File: src/rtl/clkdiv_pkg.sv
package clkdiv_pkg;

    localparam int WORD_W    = 32;
    localparam int CNT_W     = 6;
    localparam int RATIO_W   = CNT_W + 1;
    localparam int LO_LSB    = 0;
    localparam int HI_LSB    = LO_LSB + CNT_W;
    localparam int HALF_BIT  = HI_LSB + CNT_W;
    localparam int PASS_BIT  = HALF_BIT + 1;
    localparam int HOLD_BIT  = PASS_BIT + 1;
    localparam int USED_W    = HOLD_BIT + 1;

    localparam logic [WORD_W-1:0] RESET_WORD = WORD_W'(1) << PASS_BIT;

    typedef logic [CNT_W-1:0] cnt_t;

    typedef struct packed {
        logic pass;
        logic half;
        cnt_t hi;
        cnt_t lo;
    } div_cfg_t;

    function automatic div_cfg_t decode_word(logic [WORD_W-1:0] w);
        div_cfg_t d;
        d.lo   = w[LO_LSB +: CNT_W];
        d.hi   = w[HI_LSB +: CNT_W];
        d.half = w[HALF_BIT];
        d.pass = w[PASS_BIT];
        if (d.lo == '0) d.lo = cnt_t'(1);
        if (d.hi == '0) d.hi = cnt_t'(1);
        return d;
    endfunction

    function automatic logic [WORD_W-1:0] encode_ratio(logic [RATIO_W-1:0] n, logic upd);
        logic [WORD_W-1:0]  w;
        logic [RATIO_W-1:0] h;
        logic [RATIO_W-1:0] l;
        h = n >> 1;
        l = n - h;
        w = '0;
        w[LO_LSB +: CNT_W] = l[CNT_W-1:0];
        w[HI_LSB +: CNT_W] = h[CNT_W-1:0];
        w[HALF_BIT]        = n[0];
        w[PASS_BIT]        = (n == RATIO_W'(1));
        w[HOLD_BIT]        = ~upd;
        return w;
    endfunction

endpackage

File: src/rtl/clkdiv_ratio_enc.sv
module clkdiv_ratio_enc
    import clkdiv_pkg::*;
(
    input  logic [RATIO_W-1:0] ratio,
    input  logic               upd,
    output logic [WORD_W-1:0]  word
);

    localparam logic [RATIO_W-1:0] MAX_FIT = RATIO_W'(2 * ((1 << CNT_W) - 1));

    assign word = encode_ratio(ratio, upd);

    always_comb begin
        if (ratio <= MAX_FIT) begin
            AST_ENC_SUM: assert (RATIO_W'(word[HI_LSB +: CNT_W]) + RATIO_W'(word[LO_LSB +: CNT_W]) == ratio);
        end
    end

endmodule

File: src/rtl/clkdiv_cfg_reg.sv
module clkdiv_cfg_reg
    import clkdiv_pkg::*;
(
    input  logic              clk,
    input  logic              rst,
    input  logic              wr_en,
    input  logic [WORD_W-1:0] wr_data,
    input  logic              apply,
    output logic [WORD_W-1:0] rd_data,
    output div_cfg_t          act_cfg,
    output div_cfg_t          nxt_cfg
);

    logic [WORD_W-1:0] word_q;
    div_cfg_t          pend_q;
    logic              pend_v;
    div_cfg_t          act_q;
    logic              take;

    assign take    = apply && pend_v;
    assign nxt_cfg = take ? pend_q : act_q;
    assign act_cfg = act_q;
    assign rd_data = word_q;

    always_ff @(posedge clk) begin
        if (rst) begin
            word_q <= RESET_WORD;
            pend_q <= decode_word(RESET_WORD);
            pend_v <= 1'b0;
            act_q  <= decode_word(RESET_WORD);
        end else begin
            if (wr_en) begin
                word_q <= {{(WORD_W-USED_W){1'b0}}, wr_data[USED_W-1:0]};
            end
            if (take) begin
                act_q <= pend_q;
            end
            if (wr_en && !wr_data[HOLD_BIT]) begin
                pend_q <= decode_word(wr_data);
                pend_v <= 1'b1;
            end else if (take) begin
                pend_v <= 1'b0;
            end
        end
    end

    AST_HOLD_NO_STAGE: assert property (@(posedge clk) disable iff (rst)
        (wr_en && wr_data[HOLD_BIT] && !apply) |=> ($stable(pend_v) && $stable(pend_q)));

    AST_SWITCH_AT_END: assert property (@(posedge clk) disable iff (rst)
        !$stable(act_q) |-> $past(apply));

endmodule

File: src/rtl/clkdiv_phase_gen.sv
module clkdiv_phase_gen
    import clkdiv_pkg::*;
(
    input  logic     clk,
    input  logic     rst,
    input  div_cfg_t act_cfg,
    input  div_cfg_t nxt_cfg,
    output logic     tick,
    output logic     div_clk
);

    logic phase_hi;
    cnt_t cnt;
    logic hi_late;

    assign tick = act_cfg.pass || (!phase_hi && cnt == '0);

    always_ff @(posedge clk) begin
        if (rst) begin
            phase_hi <= 1'b0;
            cnt      <= '0;
        end else if (tick) begin
            if (nxt_cfg.pass) begin
                phase_hi <= 1'b0;
                cnt      <= '0;
            end else begin
                phase_hi <= 1'b1;
                cnt      <= nxt_cfg.hi - 1'b1;
            end
        end else if (phase_hi && cnt == '0) begin
            phase_hi <= 1'b0;
            cnt      <= act_cfg.lo - 1'b1;
        end else begin
            cnt      <= cnt - 1'b1;
        end
    end

    // Falling-edge copy of the phase, used to stretch the high phase by half a cycle.
    always_ff @(negedge clk) begin
        if (rst) hi_late <= 1'b0;
        else     hi_late <= phase_hi;
    end

    assign div_clk = act_cfg.pass ? clk : (phase_hi | (act_cfg.half & hi_late));

    AST_HIGH_CNT_BOUND: assert property (@(posedge clk) disable iff (rst)
        (!act_cfg.pass && phase_hi) |-> (cnt < act_cfg.hi));

    AST_LOW_RELOAD: assert property (@(posedge clk) disable iff (rst)
        ($fell(phase_hi) && !act_cfg.pass) |-> (cnt == act_cfg.lo - 1'b1));

    AST_RISE_AFTER_TICK: assert property (@(posedge clk) disable iff (rst)
        $rose(phase_hi) |-> $past(tick));

endmodule

File: src/rtl/clkdiv_hl_top.sv
module clkdiv_hl_top
    import clkdiv_pkg::*;
(
    input  logic                 clk,
    input  logic                 rst,
    input  logic                 wr_en,
    input  logic [WORD_W-1:0]    wr_data,
    output logic [WORD_W-1:0]    rd_data,
    input  logic [RATIO_W-1:0]   enc_ratio,
    input  logic                 enc_upd,
    output logic [WORD_W-1:0]    enc_word,
    output logic                 div_clk,
    output logic                 tick
);

    div_cfg_t act_cfg;
    div_cfg_t nxt_cfg;

    clkdiv_cfg_reg u_cfg (
        .clk     (clk),
        .rst     (rst),
        .wr_en   (wr_en),
        .wr_data (wr_data),
        .apply   (tick),
        .rd_data (rd_data),
        .act_cfg (act_cfg),
        .nxt_cfg (nxt_cfg)
    );

    clkdiv_phase_gen u_gen (
        .clk     (clk),
        .rst     (rst),
        .act_cfg (act_cfg),
        .nxt_cfg (nxt_cfg),
        .tick    (tick),
        .div_clk (div_clk)
    );

    clkdiv_ratio_enc u_enc (
        .ratio (enc_ratio),
        .upd   (enc_upd),
        .word  (enc_word)
    );

endmodule

File: config.mk
export PLATFORM = sky130hd
export DESIGN_NAME = clkdiv_hl_top
export DESIGN_NICKNAME = d
export VERILOG_FILES = /design/src/rtl/clkdiv_pkg.sv /design/src/rtl/clkdiv_ratio_enc.sv /design/src/rtl/clkdiv_cfg_reg.sv /design/src/rtl/clkdiv_phase_gen.sv /design/src/rtl/clkdiv_hl_top.sv
export SDC_FILE = /design/constraint.sdc
export NUM_CORES = 1
export LEC_CHECK = 0
export BUFFER_PORTS_ARGS = -buffer_cell sky130_fd_sc_hd__buf_2
export CAP_MARGIN = 30
export CELL_PAD_IN_SITES_DETAIL_PLACEMENT = 1
export CELL_PAD_IN_SITES_GLOBAL_PLACEMENT = 1
export CORE_MARGIN = 4
export CORE_UTILIZATION = 32
export DETAILED_ROUTE_END_ITERATION = 10
export GPL_ROUTABILITY_DRIVEN = 0
export PLACE_DENSITY = 0.81
export SYNTH_ARGS = -nofsm -noshare
export SYNTH_HDL_FRONTEND = slang
export SYNTH_SLANG_ARGS = --single-unit
File: constraint.sdc
create_clock -name clk -period 2.15 [get_ports clk]
set_input_delay 0.215 -clock clk [delete_from_list [all_inputs] [get_ports clk]]
set_output_delay 0.215 -clock clk [all_outputs]
set_load 0.02 [all_outputs]
* Word-level counts from Yosys, hierarchy flattened
Index checks and enable logic that the tools add are counted.
** Cells by class
- Add/subtract/negate cells :: 4
- Eq/ne operators :: 1
- Multiplexer cells :: 12
- Bitwise operators :: 3
- Reduce and logical (&&, ||, !) cells :: 12
** Operators with widths (count)
- $mux 6 :: 5
- $logic_not 6->1 :: 3
- $sub 6x1->6 const B :: 3
- $mux 14 :: 1
- $eq 7x1->1 const B :: 1
- $mux 1 :: 6
- $sub 6x6->6 :: 1
- $logic_and 1x1->1 :: 4
- $reduce_bool 2->1 :: 2
- $logic_not 1->1 :: 2
- $and 1x1->1 :: 1
- $logic_or 1x1->1 :: 1
- $not 1->1 :: 1
- $or 1x1->1 :: 1
** Storage, ports and cells
- Register bits after elaboration :: 52
- Input port bits :: 43
- Output and inout port bits :: 66
- Word-level logic and storage cells :: 45

* Logic depth before layout (Yosys ltp)
- Depth after elaboration :: 8
- Gate-level depth with buffers :: 8
- Mapped depth without buffers :: 8

* Hierarchy
A second synthesis with hierarchy kept.
** Unflattened totals
- Cell total of the unflattened synthesis :: 325
- Area total of the unflattened synthesis :: 2984.1 um^2
** Modules (own cells, without submodules)
- clkdiv_cfg_reg :: times used 1, cells an instance 183, area each 1861.8 um^2
- clkdiv_phase_gen :: times used 1, cells an instance 81, area each 634.4 um^2
- clkdiv_ratio_enc :: times used 1, cells an instance 61, area each 488.0 um^2

==> flow_summary.ini <==
[clock_network]
cts_made_buffers = 5
htreeDepth = 2
clock_tree.buffer_depth = 2
path_clk_slew_ps = 90
cts_tree = done
cts_root_buf = clkbuf_8
worstSkewPairLatency_ps = 360

[sta]
final-setup-viol-count = 1
relSlewSlack = 0.6251
holdWs_ps = 150.1
hold_viol_final = 0
rsz0062_at_grt = true
worstMarginPinSlew_ps = 558.0
clock_skew_ps = 55.04
setup_ws_ps = -197.6
finalMaxSlewViolations = 0

[yosys]
ys_types = 45
synth_compound_area_frac = 0.1356
synth-simple-area-share = 0.1952
async_flop_share = 0
synth_edf_count = 0
synth_adder_area_share = 0.04682
synth.mux.area_fraction = 0.06360
syn_inst = 338
yosys_register_bits = 52
syn_avg_cell_area_sq_um = 8.381
syn_area_sq_mm = 0.002833
synthXorXnorAreaFrac = 0.04329
synth_top_family_by_area = simple AND/OR/NAND/NOR gates
yosysWarnings = 0
yosysSeqAreaShare = 0.3675
synthFlopType = dfxtp_1

[worst_setup_path]
path_cells = a211oi_2 -> a21oi_1 -> buf_4
cp_slowest_cell = dfxtp_2
crit_type = reg -> out
crit_buf_inv = 1
reg2regPathDepth = 7
cp_top_family = flip-flops
cp_max_fo = 1
worstSetupEndpointType = output port
reg2reg_to = u_gen.cnt[4]
r2r_slack_ps = 10
crit_path_max_incr_delay_ps = 310
r2r-start = u_gen.cnt[3]
arrival_ps = 2130
required_ps = 1930
worstSetupStartpointType = flop
crit_cells = 3

[drt]
first_pass_iters = 4
vias_per_cell = 4.586
drt_iter0_drc = 41
num_vias = 2316
routedWlPerCell_microns = 12.55
drcViolationCount = 0
antenna_left = 0
finalWirelength_microns = 6338

[finish]
drive_gt1_frac = 0.2418
fill_cells = 1096
fin_nets = 450
final_core_util = 0.3790
syn_to_final_growth_pct = 16.12
diodes = 0

[grt]
use_met2 = 0.2199
grt_max_degree = 46
antenna_found_initial = 0
grt_pass1_wl_microns = 10810
met1_usage = 0.1498
grt_busiest_layer = met2
grtUsageMet3 = 0.02799
gr-total-overflow = 0
grt_usage = 0.1256
grt_pass1_vias = 2351

[run]
cap_violations = 0

[power_and_ir_drop]
p_per_area_mw_per_mm2 = 634.0
irDropWorstVdd_uv = 419.7
p_leak_nw = 1.507

[place]
io_buffer_count = 57
dpl.hpwl_microns = 4984

[floorplan]
core-area_sq_mm = 0.008678
fp.dieW_microns = 102.1
io_pins = 109
start_util = 0.3264
die_h_microns = 102.1
dieArea_sq_mm = 0.01042
rows = 34

[min_path]
whs_endpoint = u_cfg.rd_data[13]
worst_hold_startpoint = wr_data[13]
hold_class = in -> reg
min_path_cells = 2

[status]
status = complete, but fails checks
violations = negative setup slack
-- per-stage QoR --
| step | instance area, sq um | worst slack, ps | instances | total power [W] | setup TNS (ps) |
|---|---|---|---|---|---|
| after floorplan | 2965 | 56.79 | 371 | 0.001419 | 0 |
| after global placement | 3120 | 43.66 | 494 | 0.001489 | 0 |
| after detailed placement | 3120 | -85.48 | 494 | 0.001504 | -85.48 |
| after CTS | 3287 | -210.2 | 505 | 0.002121 | -295.5 |
| after global routing | 3289 | -287.1 | 505 | 0.002227 | -405.1 |
| final | 3289 | -197.6 | 505 | 0.002085 | -197.6 |
-- cell families (layout without fill, tap and decap cells) --
group,after synthesis,after routing
flip-flops,52,52
adder cells (fa/ha/maj),10,10
AND/OR/NAND/NOR,115,115
XOR/XNOR,14,14
AO/OA/AOI/OAI,59,59
other,1,34
multiplexers,18,18
buffers and inverters,69,95
-- state kept, by name, summed over array words and instances, names as in the netlist --
register and count:
u_gen.phase_hi 1, u_gen.hi_late 1, u_cfg.pend_v 1, u_cfg.pend_q 14, u_cfg.act_cfg 14, u_gen.cnt 6, u_cfg.rd_data 15
-- where the power goes --
group | internal, W | leakage [nW] | switching, W
registers | 0.000999 | 0.426 | 0.0000291
logic | 0.000140 | 1.01 | 0.000255
clock network | 0.000315 | 0.0669 | 0.000347
-- cells in the mapped netlist, drive strengths merged, types with 2 or more instances --
master / count / area [sq um]
nand2b: 3 / 18.77
ha: 9 / 112.6
a21oi: 33 / 165.2
nand2: 54 / 202.7
a32o: 3 / 30.03
o21bai: 2 / 15.01
nor4b: 2 / 23.77
o21ai: 7 / 38.79
nor2: 27 / 103.9
o21a: 2 / 15.01
xnor2: 9 / 78.83
a22o: 2 / 17.52
buf: 43 / 317.8
xor2: 5 / 43.79
nand3b: 3 / 22.52
or4: 4 / 33.78
dfxtp: 52 / 1041
nor3: 9 / 45.04
a211o: 3 / 26.28
inv: 14 / 52.55
clkbuf: 12 / 45.04
nor2b: 5 / 31.28
mux2i: 18 / 180.2
-- metal layers --
layer	share of wire	vias up	wire, microns
li1	-	1168	-
met1	0.42	1059	2631
met2	0.49	77	3095
met3	0.076	12	482
met4	0.021	0	130
met5	0	-	0
-- worst max-delay path by stage --
stage,start,to,slack [ps]
final,u_gen.hi_late,div_clk,-200
after global routing,u_gen.hi_late,div_clk,-290
after CTS,u_gen.hi_late,div_clk,-210
after detailed placement,u_gen.cnt[3],u_gen.cnt[4],-90
after global placement,u_gen.cnt[3],u_gen.cnt[4],40
after floorplan,u_gen.cnt[3],u_gen.cnt[4],60
-- cell type report --
class	count	area [sq um]	share of cell area
multi-input cells	250	1549	0.4709
flip-flops and latches	52	1045	0.3176
repair buffers	72	406.6	0.1236
well taps	108	135.1	0.04108
clock buffers	7	80.08	0.02434
inverters	13	48.80	0.01483
clock inverters	3	25.02	0.007607
-- placed cells by master (no fill, tap or decap), types with 9 or more instances in the layout --
| cell | n |
|---|---|
| inv_1 | 15 |
| buf_4 | 17 |
| nor3_1 | 9 |
| conb_1 | 34 |
| buf_2 | 55 |
| nor2_1 | 26 |
| mux2i_1 | 18 |
| nand2_1 | 54 |
| a21oi_1 | 31 |
| dfxtp_1 | 49 |
-- repair_timing --
item / in CTS / in global routing
setup endpoints to repair: 4 / 12
hold buffers: 0 / 0
gates resized for setup: 12 / 2
setup buffers: 3 / 0
cloned: 0 / 0
pin swaps: 10 / 8
Power figures use the tool's default switching activity.
